==> config.mk <==
export PLATFORM = sky130hd
export DESIGN_NAME = lfdl_downlink
export DESIGN_NICKNAME = d
export VERILOG_FILES = /design/src/rtl/lfdl_pkg.sv /design/src/rtl/lfdl_phase_timer.sv /design/src/rtl/lfdl_framer.sv /design/src/rtl/lfdl_downlink.sv
export SDC_FILE = /design/constraint.sdc
export NUM_CORES = 1
export LEC_CHECK = 0
export BUFFER_PORTS_ARGS = -buffer_cell sky130_fd_sc_hd__buf_2
export CAP_MARGIN = 30
export CORE_MARGIN = 2
export CORE_UTILIZATION = 25
export CTS_CLUSTER_SIZE = 10
export DETAILED_ROUTE_END_ITERATION = 10
export GPL_ROUTABILITY_DRIVEN = 0
export GPL_TIMING_DRIVEN = 0
export HOLD_SLACK_MARGIN = 0.03
export SYNTH_ARGS = -nofsm -noshare
export SYNTH_HDL_FRONTEND = slang
export SYNTH_HIERARCHICAL = 1
export SYNTH_SLANG_ARGS = --single-unit
==> constraint.sdc <==
create_clock -name clk -period 6.5 [get_ports clk]
set_input_delay 0.325 -clock clk [delete_from_list [all_inputs] [get_ports clk]]
set_output_delay 0.325 -clock clk [all_outputs]
set_load 0.02 [all_outputs]
==> src/rtl/lfdl_pkg.sv <==
package lfdl_pkg;

  typedef enum logic [1:0] {
    CMD_WRITE = 2'b00,
    CMD_READ  = 2'b01,
    CMD_TRACE = 2'b10
  } lfdl_cmd_e;

  typedef enum logic [2:0] {
    PH_IDLE,
    PH_SETTLE,
    PH_SGAP,
    PH_BON,
    PH_BGAP,
    PH_PROG
  } lfdl_phase_e;

endpackage

==> src/rtl/lfdl_phase_timer.sv <==
module lfdl_phase_timer #(
  parameter int CARRIER_DIV = 95,
  parameter int TW          = 16
) (
  input  logic          clk,
  input  logic          rst_n,
  input  logic          load_i,
  input  logic [TW-1:0] len_i,
  output logic          expire_o
);

  localparam int PREW = (CARRIER_DIV > 1) ? $clog2(CARRIER_DIV) : 1;
  localparam logic [PREW-1:0] PRE_LAST = PREW'(CARRIER_DIV - 1);

  logic [PREW-1:0] pre_q, pre_n;
  logic [TW-1:0]   cnt_q, cnt_n;

  always_comb begin
    pre_n = pre_q;
    cnt_n = cnt_q;
    if (load_i) begin
      pre_n = '0;
      cnt_n = len_i;
    end else if (cnt_q != '0) begin
      if (pre_q == PRE_LAST) begin
        pre_n = '0;
        cnt_n = cnt_q - 1'b1;
      end else begin
        pre_n = pre_q + 1'b1;
      end
    end
  end

  always_ff @(posedge clk or negedge rst_n) begin
    if (!rst_n) begin
      pre_q <= '0;
      cnt_q <= '0;
    end else begin
      pre_q <= pre_n;
      cnt_q <= cnt_n;
    end
  end

  assign expire_o = (cnt_q == TW'(1)) && (pre_q == PRE_LAST);

  AST_LOAD_NONZERO: assert property (@(posedge clk) disable iff (!rst_n)
    load_i |-> (len_i != '0));

endmodule

==> src/rtl/lfdl_framer.sv <==
module lfdl_framer
  import lfdl_pkg::*;
#(
  parameter int PW_W = 32,
  parameter int DW   = 32,
  parameter int BW   = 3,
  parameter int FW   = 3 + PW_W + DW + BW,
  parameter int LW   = $clog2(FW + 1)
) (
  input  lfdl_cmd_e       cmd_i,
  input  logic            pw_en_i,
  input  logic [PW_W-1:0] pw_i,
  input  logic [DW-1:0]   data_i,
  input  logic [BW-1:0]   blk_i,
  output logic [FW-1:0]   frame_o,
  output logic [LW-1:0]   len_o
);

  localparam logic [LW-1:0] LEN_TRACE = LW'(2);
  localparam logic [LW-1:0] LEN_RD    = LW'(3 + BW);
  localparam logic [LW-1:0] LEN_RD_PW = LW'(3 + PW_W + BW);
  localparam logic [LW-1:0] LEN_WR    = LW'(3 + DW + BW);
  localparam logic [LW-1:0] LEN_WR_PW = LW'(FW);

  always_comb begin
    unique case (cmd_i)
      CMD_WRITE: begin
        if (pw_en_i) begin
          frame_o = {2'b10, pw_i, 1'b0, data_i, blk_i};
          len_o   = LEN_WR_PW;
        end else begin
          frame_o = {2'b10, 1'b0, data_i, blk_i, {PW_W{1'b0}}};
          len_o   = LEN_WR;
        end
      end
      CMD_READ: begin
        if (pw_en_i) begin
          frame_o = {2'b10, pw_i, 1'b0, blk_i, {DW{1'b0}}};
          len_o   = LEN_RD_PW;
        end else begin
          frame_o = {2'b10, 1'b0, blk_i, {(PW_W + DW){1'b0}}};
          len_o   = LEN_RD;
        end
      end
      default: begin
        frame_o = {2'b11, {(FW - 2){1'b0}}};
        len_o   = LEN_TRACE;
      end
    endcase
  end

endmodule

==> src/rtl/lfdl_downlink.sv <==
module lfdl_downlink
  import lfdl_pkg::*;
#(
  parameter int CARRIER_DIV   = 95,
  parameter int SETTLE_CYC    = 18750,
  parameter int START_GAP_CYC = 30,
  parameter int ON0_CYC       = 24,
  parameter int ON1_CYC       = 54,
  parameter int WGAP_CYC      = 20,
  parameter int PROG_CYC      = 2500
) (
  input  logic        clk,
  input  logic        rst_n,
  input  logic        start_i,
  input  logic [1:0]  cmd_i,
  input  logic        pw_en_i,
  input  logic [31:0] pw_i,
  input  logic [31:0] data_i,
  input  logic [2:0]  blk_i,
  output logic        field_en_o,
  output logic        busy_o,
  output logic        done_o
);

  localparam int PW_W = 32;
  localparam int DW   = 32;
  localparam int BW   = 3;
  localparam int FW   = 3 + PW_W + DW + BW;
  localparam int LW   = $clog2(FW + 1);

  function automatic int imax(input int a, input int b);
    return (a > b) ? a : b;
  endfunction

  localparam int LEN_MAX = imax(imax(imax(SETTLE_CYC, START_GAP_CYC), imax(ON0_CYC, ON1_CYC)),
                                imax(WGAP_CYC, PROG_CYC));
  localparam int TW = $clog2(LEN_MAX + 1);

  localparam logic [TW-1:0] T_SETTLE = TW'(SETTLE_CYC);
  localparam logic [TW-1:0] T_SGAP   = TW'(START_GAP_CYC);
  localparam logic [TW-1:0] T_ON0    = TW'(ON0_CYC);
  localparam logic [TW-1:0] T_ON1    = TW'(ON1_CYC);
  localparam logic [TW-1:0] T_WGAP   = TW'(WGAP_CYC);
  localparam logic [TW-1:0] T_PROG   = TW'(PROG_CYC);

  lfdl_phase_e     state_q, state_n;
  logic [LW-1:0]   idx_q, idx_n;
  logic            field_q, field_n;
  logic            done_q, done_n;
  lfdl_cmd_e       cmd_q;
  logic            pwen_q;
  logic [PW_W-1:0] pw_q;
  logic [DW-1:0]   data_q;
  logic [BW-1:0]   blk_q;

  logic            accept;
  logic            tmr_load;
  logic [TW-1:0]   tmr_len;
  logic            tmr_exp;
  logic [FW-1:0]   frame;
  logic [LW-1:0]   frame_len;
  logic [LW-1:0]   nxt_idx;
  logic            nxt_bit;
  logic            last_bit;

  assign accept = (state_q == PH_IDLE) && start_i;

  // Operand capture, enabled only by an accepted strobe
  always_ff @(posedge clk or negedge rst_n) begin
    if (!rst_n) begin
      cmd_q  <= CMD_WRITE;
      pwen_q <= 1'b0;
      pw_q   <= '0;
      data_q <= '0;
      blk_q  <= '0;
    end else if (accept) begin
      cmd_q  <= cmd_i[1] ? CMD_TRACE : lfdl_cmd_e'(cmd_i);
      pwen_q <= pw_en_i;
      pw_q   <= pw_i;
      data_q <= data_i;
      blk_q  <= blk_i;
    end
  end

  lfdl_framer #(.PW_W(PW_W), .DW(DW), .BW(BW), .FW(FW), .LW(LW)) u_framer (
    .cmd_i   (cmd_q),
    .pw_en_i (pwen_q),
    .pw_i    (pw_q),
    .data_i  (data_q),
    .blk_i   (blk_q),
    .frame_o (frame),
    .len_o   (frame_len)
  );

  lfdl_phase_timer #(.CARRIER_DIV(CARRIER_DIV), .TW(TW)) u_timer (
    .clk      (clk),
    .rst_n    (rst_n),
    .load_i   (tmr_load),
    .len_i    (tmr_len),
    .expire_o (tmr_exp)
  );

  assign nxt_idx  = (state_q == PH_SGAP) ? '0 : idx_q + 1'b1;
  assign nxt_bit  = (nxt_idx < LW'(FW)) ? frame[FW - 1 - int'(nxt_idx)] : 1'b0;
  assign last_bit = (idx_q == frame_len - 1'b1);

  always_comb begin
    state_n  = state_q;
    idx_n    = idx_q;
    field_n  = field_q;
    done_n   = 1'b0;
    tmr_load = 1'b0;
    tmr_len  = '0;
    unique case (state_q)
      PH_IDLE: begin
        if (start_i) begin
          state_n  = PH_SETTLE;
          field_n  = 1'b1;
          tmr_load = 1'b1;
          tmr_len  = T_SETTLE;
        end
      end
      PH_SETTLE: begin
        if (tmr_exp) begin
          state_n  = PH_SGAP;
          field_n  = 1'b0;
          tmr_load = 1'b1;
          tmr_len  = T_SGAP;
        end
      end
      PH_SGAP: begin
        if (tmr_exp) begin
          state_n  = PH_BON;
          idx_n    = nxt_idx;
          field_n  = 1'b1;
          tmr_load = 1'b1;
          tmr_len  = nxt_bit ? T_ON1 : T_ON0;
        end
      end
      PH_BON: begin
        if (tmr_exp) begin
          state_n  = PH_BGAP;
          field_n  = 1'b0;
          tmr_load = 1'b1;
          tmr_len  = T_WGAP;
        end
      end
      PH_BGAP: begin
        if (tmr_exp) begin
          field_n = 1'b1;
          if (!last_bit) begin
            state_n  = PH_BON;
            idx_n    = nxt_idx;
            tmr_load = 1'b1;
            tmr_len  = nxt_bit ? T_ON1 : T_ON0;
          end else if (cmd_q == CMD_WRITE) begin
            state_n  = PH_PROG;
            tmr_load = 1'b1;
            tmr_len  = T_PROG;
          end else begin
            state_n = PH_IDLE;
            done_n  = 1'b1;
          end
        end
      end
      PH_PROG: begin
        if (tmr_exp) begin
          state_n = PH_IDLE;
          field_n = 1'b0;
          done_n  = 1'b1;
        end
      end
      default: begin
        state_n = PH_IDLE;
        field_n = 1'b0;
      end
    endcase
  end

  always_ff @(posedge clk or negedge rst_n) begin
    if (!rst_n) begin
      state_q <= PH_IDLE;
      idx_q   <= '0;
      field_q <= 1'b0;
      done_q  <= 1'b0;
    end else begin
      state_q <= state_n;
      idx_q   <= idx_n;
      field_q <= field_n;
      done_q  <= done_n;
    end
  end

  assign field_en_o = field_q;
  assign busy_o     = (state_q != PH_IDLE);
  assign done_o     = done_q;

  AST_BUSY_IGNORES_START: assert property (@(posedge clk) disable iff (!rst_n)
    (busy_o && start_i) |=> ($stable(cmd_q) && $stable(data_q) && $stable(pw_q) && $stable(blk_q)));

  AST_DONE_SINGLE: assert property (@(posedge clk) disable iff (!rst_n)
    done_o |=> !done_o);

  AST_DONE_ENDS_BUSY: assert property (@(posedge clk) disable iff (!rst_n)
    done_o |-> (!busy_o && $past(busy_o)));

  AST_WRITE_FIELD_OFF: assert property (@(posedge clk) disable iff (!rst_n)
    (done_o && cmd_q == CMD_WRITE) |-> !field_en_o);

  AST_READ_FIELD_ON: assert property (@(posedge clk) disable iff (!rst_n)
    (done_o && cmd_q != CMD_WRITE) |-> field_en_o);

  AST_GAP_FIELD_OFF: assert property (@(posedge clk) disable iff (!rst_n)
    (state_q == PH_SGAP || state_q == PH_BGAP) |-> !field_en_o);

  AST_IDX_IN_FRAME: assert property (@(posedge clk) disable iff (!rst_n)
    (state_q == PH_BON || state_q == PH_BGAP) |-> (idx_q < frame_len));

endmodule

==> results of run 1 <==
==> placed cells by master (no fill, tap or decap), drive strengths merged, types with 6 or more instances in the layout <==
cell type,synthesis,layout
a21oi,53,53
a31oi,8,8
and2,7,7
buf,42,118
clkbuf,31,42
conb,3,10
dfrtp,104,104
ha,7,7
inv,18,22
mux2,12,12
mux2i,16,16
nand2,247,247
nand2b,8,8
nand3,26,26
nand4,8,8
nor2,69,69
nor3,18,18
nor3b,60,60
nor4,8,8
o211ai,6,6
o21ai,21,21
o22ai,7,7
o31ai,10,10
or3,6,6
or4,8,8
xnor2,11,11
xor2,7,7
==> per-layer routing <==
| metal | up-vias | track usage, % |
|---|---|---|
| met2 | 232 | 22.3 |
| met3 | 38 | 1.93 |
| met4 | 0 | 5.89 |
| met5 | - | 0 |
| li1 | 3324 | - |
| met1 | 3325 | 21.3 |
==> worst max path at each step <==
stage / endpoint / slack, ns / startpoint
floorplan: u_timer/cnt_q[3] / 3.30 / state_q[2]
global placement: u_timer/cnt_q[2] / 2.40 / state_q[2]
detailed placement: u_timer/cnt_q[2] / 2.37 / state_q[2]
CTS: u_timer/cnt_q[2] / 2.35 / state_q[2]
global route: u_timer/cnt_q[2] / 1.92 / state_q[2]
finish: u_timer/cnt_q[2] / 2.27 / state_q[2]
==> power by group <==
part           switching (mW)  internal [mW]  total, mW
registers              0.0413          0.677      0.719
clock network           0.266          0.278      0.544
logic                  0.0869         0.0798      0.167
total                   0.394           1.04       1.43
==> worst max-delay path: cells and delay by family (launching register included) <==
kind                     cells  cell delay [ns]
buffers and inverters        5             1.34
AND/OR/NAND/NOR              5             0.93
adder cells (fa/ha/maj)      1             0.39
flip-flops                   1             0.38
AO/OA/AOI/OAI                5             1.11
==> layout make-up <==
type,count,area (µm²)
multi-input cells,716,4370
fillers,3270,20800
clock inverters,5,45.0
clock buffers,11,243
repair buffers,77,415
inverters,18,67.6
flip-flops and latches,104,2600
well taps,390,488
plain buffers,73,443
==> timing repair <==
action / in CTS / in global routing
buffers inserted: 0 / 0
hold endpoints to repair: 45 / 0
hold buffers: 1 / 0
==> through the flow <==
| stage | std cells | cell area (µm²) | setup slack [ns] | utilization [%] |
|---|---|---|---|---|
| after floorplan | 911 | 7480 | 3.30 | - |
| after global placement | 1376 | 8350 | 2.40 | 28.3 |
| after detailed placement | 1377 | 8380 | 2.37 | 28.4 |
| after CTS | 1394 | 8680 | 2.35 | 29.4 |
| after global routing | 1394 | 8680 | 1.92 | 29.4 |
| final | 1394 | 8680 | 2.27 | 29.4 |
==> flip-flops by register name (all words and copies together), names as in the netlist, 2 cells and up <==
register,cells
blk_q,3
cmd_q,2
data_q,32
idx_q,7
pw_q,32
state_q,3
u_timer/cnt_q,15
u_timer/pre_q,7
==> kinds of logic (layout without fill, tap and decap cells) <==
logic type / count (synthesis) / count (layout) / synth area share [%]
xor gates and xnor gates: 18 / 18 / 2.32
buffers and inverters: 91 / 184 / 6.84
and+or+nand+nor: 492 / 492 / 34.6
AOI/OAI and AO/OA: 157 / 157 / 14.7
DFF: 104 / 104 / 34.9
other: 3 / 10 / 0.151
adders and majority gates: 7 / 7 / 1.17
muxes: 32 / 32 / 5.33
==> results_dict.tcl, run 1 <==
set metrics [dict create \
    cts-htree-levels 3 \
    worst_slew_pin_slew_ns 0.850 \
    synthArstFlopShare_pct 100 \
    clkLatencyLatePin_ns 0.36 \
    yosysSeqAreaShare_pct 34.9 \
    status "completed" \
    wl_met2_mm 9.69 \
    cts.repair.resized 0 \
    tns_ns 0 \
    clk_path_buf_depth 2 \
    holdPathEnd "pw_q[16]" \
    grt_pass1_vias 6704 \
    final-setup-viol-count 0 \
    irDropWorstVdd_v 0.000117 \
    coreArea_um2 29500 \
    finalPower_mw 1.43 \
    syn_area_per_cell_um2 8.25 \
    yosysUniqueCellTypes 92 \
    drive_gt1_share_pct 21.1 \
    hp-class "in -> reg" \
    topRoutingLayerUsed "met4" \
    period_share_pct 65.1 \
    areaGrowthSynthToFinish_pct 16.3 \
    met1_length_mm 11.0 \
    finClkSkew_ns 0.0119 \
    via_per_inst 4.96 \
    grt_max_degree 60 \
    syn_area_um2 7460 \
    max-cap-violations 0 \
    rsz0062_at_grt "no" \
    synth_most_common_cell "nand2_1" \
    hold_viol 0 \
    synth_edf_count 0 \
    r2r_end "u_timer/cnt_q[2]" \
    clkSinkCount 104 \
    fp.dieH_um 177 \
    r2r_start "state_q[2]" \
    cts_tree "yes" \
    route.vias.total 6919 \
    die_w_um 177 \
    reg2regPathDepth 16 \
    cts_root_buf "clkbuf_16" \
    critPathMaxStageDelay_ns 0.44 \
    cp_max_fo 10 \
    min_path_cells 3 \
    end_kind "flip-flop" \
    dp_hpwl_mm 16.6 \
    antenna_cells 0 \
    grt_first_pass_wirelength_mm 36.7 \
    crit_arrival_ns 4.53 \
    port_buffers 75 \
    max-slew-margin-rel_pct 42.7 \
    route.detailed.drc 0 \
    whs_ns 0.149 \
    ant_nets 0 \
    wl_met3_mm 1.05 \
    cp_cell_sequence "buf_6 > or3b_1 > buf_2 > nand2_2 > inv_2 > ha_1 > clkbuf_1 > clkbuf_1 > o21ai_0 > o32ai_1 > a41oi_1 > o22ai_1 > nand4_1 > o211ai_1 > nand2_1 > nand3_1" \
    worstHoldStart "pw_i[16]" \
    floorplan.initialDensity_pct 25.3 \
    netlist_top_cells_count "nand2_1 (246), dfrtp_1 (104), nor2_1 (67)" \
    antenna_found_initial 0 \
    p_per_area_nw_per_um2 165 \
    yosys.area.top_type "dfrtp_1" \
    synth_seq_cells 104 \
    drv_slew 0 \
    start_kind "flip-flop" \
    routed_wl_mm 22.3 \
    routedWlPerCell_um 16.0 \
    grtUsageTotal_pct 14.8 \
    clk_pin_slew_ns 0.08 \
    synth_flop_cell "dfrtp_1" \
    r2r_slack_ns 2.27 \
    cts_buffers 9 \
    rows 63 \
    drtIter0Drc 555 \
    critPathRequiredTime_ns 6.80 \
    cp_slowest_cell "clkbuf_1" \
    fmax_mhz 236 \
    finalCriticalPeriod_ns 4.23 \
    drt_pre_antenna_iters 7 \
    die_area_um2 31200 \
    leakagePower_nw 4.06 \
    crit_type "reg -> reg" \
    synth.area.top_cells "dfrtp_1 (35%), nand2_1 (12%), nor3b_2 (4.2%)" \
    synthCells 904 \
    synth_warnings 6 \
    final_nets 1079 \
    timing.critical_path.mode_cell "clkbuf_1" \
    synth_top_area_share_pct 34.9 \
    boundaryPins 76 \
    grt-ovfl-total 0 \
]
Power figures use the tool's default switching activity.
==> run 2: changes to the inputs <==
- clock period: 6.5 -> 3.95 ns (I/O delays scaled with it)
==> results_dict.tcl, run 2 (synthesized netlist as in run 1, its figures left out) <==
set metrics [dict create \
    finalCriticalPeriod_ns 3.69 \
    max-cap-violations 0 \
    pwr-share-seq_pct 49.8 \
    grt-ovfl-total 0 \
    cts_buffers 9 \
    port_buffers 75 \
    fmax_mhz 271 \
    antenna_found_initial 0 \
    layout_commonest_cell "nand2_1" \
    p_per_area_nw_per_um2 266 \
    boundaryPins 76 \
    grt_max_degree 60 \
    cp_max_fo 10 \
    via_per_inst 4.94 \
    p_clk_share_pct 37.8 \
    cts_root_buf "clkbuf_16" \
    tns_ns 0 \
    r2r_slack_ns 0.26 \
    clkSinkCount 104 \
    final_nets 1103 \
    swShare_pct 27.5 \
    finalNonFillerCells 1418 \
    floorplan.initialDensity_pct 25.3 \
    leakagePower_nw 4.16 \
    route.detailed.drc 0 \
    route.vias.total 7005 \
    critPathRequiredTime_ns 4.19 \
    drv_slew 0 \
    nFillCells 3250 \
    start_kind "flip-flop" \
    routed_wl_mm 22.5 \
    routedWlPerCell_um 15.9 \
    top_regs "data_q: 32 flops, pw_q: 32 flops, u_timer/cnt_q: 15 flops" \
    clk_pin_slew_ns 0.08 \
    preCtsSetupSlack_ns -0.178 \
    clkLatencyLatePin_ns 0.36 \
    min_path_cells 3 \
    final-setup-viol-count 0 \
    intPower_mw 1.72 \
    hp-class "in -> reg" \
    worst_slew_pin_slew_ns 0.931 \
    switchingPower_mw 0.654 \
    register_area_um2 2600 \
    rsz0062_at_grt "no" \
    rows 63 \
    period_share_pct 93.5 \
    clk_path_buf_depth 2 \
    whs_ns 0.0342 \
    multi_input_area_um2 4380 \
    combPwrFrac_pct 12.4 \
    reg2regPathDepth 13 \
    die_area_um2 31200 \
    place_inst 1377 \
    drtIter0Drc 543 \
    final_util_pct 30.3 \
    dp_hpwl_mm 16.6 \
    ant_nets 0 \
    layout_common_cells "nand2_1 (246), dfrtp_1 (104), buf_2 (91)" \
    status "completed" \
    drt_pre_antenna_iters 9 \
    antenna_cells 0 \
    setup_ws_ns 0.256 \
    fp.dieH_um 177 \
    crit_type "reg -> reg" \
    crit_arrival_ns 3.93 \
    drive_gt1_share_pct 20.8 \
    coreArea_um2 29500 \
    areaGrowthSynthToFinish_pct 19.8 \
    cts_tree "yes" \
    grt_first_pass_wirelength_mm 36.9 \
    finClkSkew_ns 0.0124 \
    grtUsageTotal_pct 14.9 \
    end_kind "flip-flop" \
    hold_viol 0 \
    grt_pass1_vias 6765 \
    cts-htree-levels 3 \
    irDropWorstVdd_v 0.000192 \
    die_w_um 177 \
    max-slew-margin-rel_pct 37.3 \
]
[run 2: critical path, stage by stage (launching register included)]
cell and delay, ns:
dfrtp_1 0.48, buf_6 0.17, clkbuf_1 0.40, nor2_1 0.18, xnor2_1 0.17, xnor2_1 0.15
nand4_2 0.19, nor2_1 0.10, o21ba_2 0.22, o21ai_0 0.72, clkbuf_1 0.44, a311oi_1 0.09
a21oi_1 0.16, o211ai_1 0.10
[run 2: power groups by stage]
stage | sequential (mW) | clock, mW | combinational, mW
2_1_floorplan | 1.18 | 0 | 0.173
3_3_place_gp | 1.20 | 0 | 0.267
3_5_place_dp | 1.20 | 0 | 0.271
4_1_cts | 1.18 | 0.930 | 0.294
5_1_grt | 1.19 | 0.975 | 0.337
6_report | 1.18 | 0.897 | 0.294
[run 2: area by class of cell]
| type | instances | share of cell area (%) |
|---|---|---|
| plain buffers | 72 | 4.93 |
| repair buffers | 102 | 7.45 |
| inverters | 18 | 0.756 |
| clock buffers | 11 | 2.72 |
| well taps | 390 | 5.46 |
| multi-input cells | 716 | 49.1 |
| clock inverters | 5 | 0.504 |
| flip-flops and latches | 104 | 29.1 |
[run 2: layer usage]
layer / wire length [µm] / vias to the layer above / track usage [%]
met5: 0 / - / 0
met4: 594 / 0 / 5.92
met3: 1170 / 30 / 1.80
met2: 9880 / 230 / 22.5
met1: 10900 / 3375 / 21.4
li1: - / 3370 / -
[run 2: what timing repair did]
action | CTS | global route
hold endpoints to repair | 70 | 0
resized for setup | 1 | 2
endpoints found under the setup margin | 4 | 4
buffers inserted | 0 | 0
hold buffers | 26 | 0
[run 2: per-stage QoR]
stage	area, µm²	total power, mW
2_1_floorplan	7480	1.36
3_3_place_gp	8350	1.47
3_5_place_dp	8380	1.47
4_1_cts	8920	2.40
5_1_grt	8940	2.50
6_report	8940	2.37
[run 2: worst paths after layout]
| check | start | endpoint |
|---|---|---|
| max in group asynchronous | rst_n | data_q[17] |
| worst max-delay path | cmd_q[1] | u_timer/cnt_q[13] |
| worst min register to register | pw_q[21] | pw_q[21] |
| worst min-delay path | pw_i[11] | pw_q[11] |
| min in group asynchronous | rst_n | u_timer/cnt_q[9] |
| worst max register to register | cmd_q[1] | u_timer/cnt_q[13] |
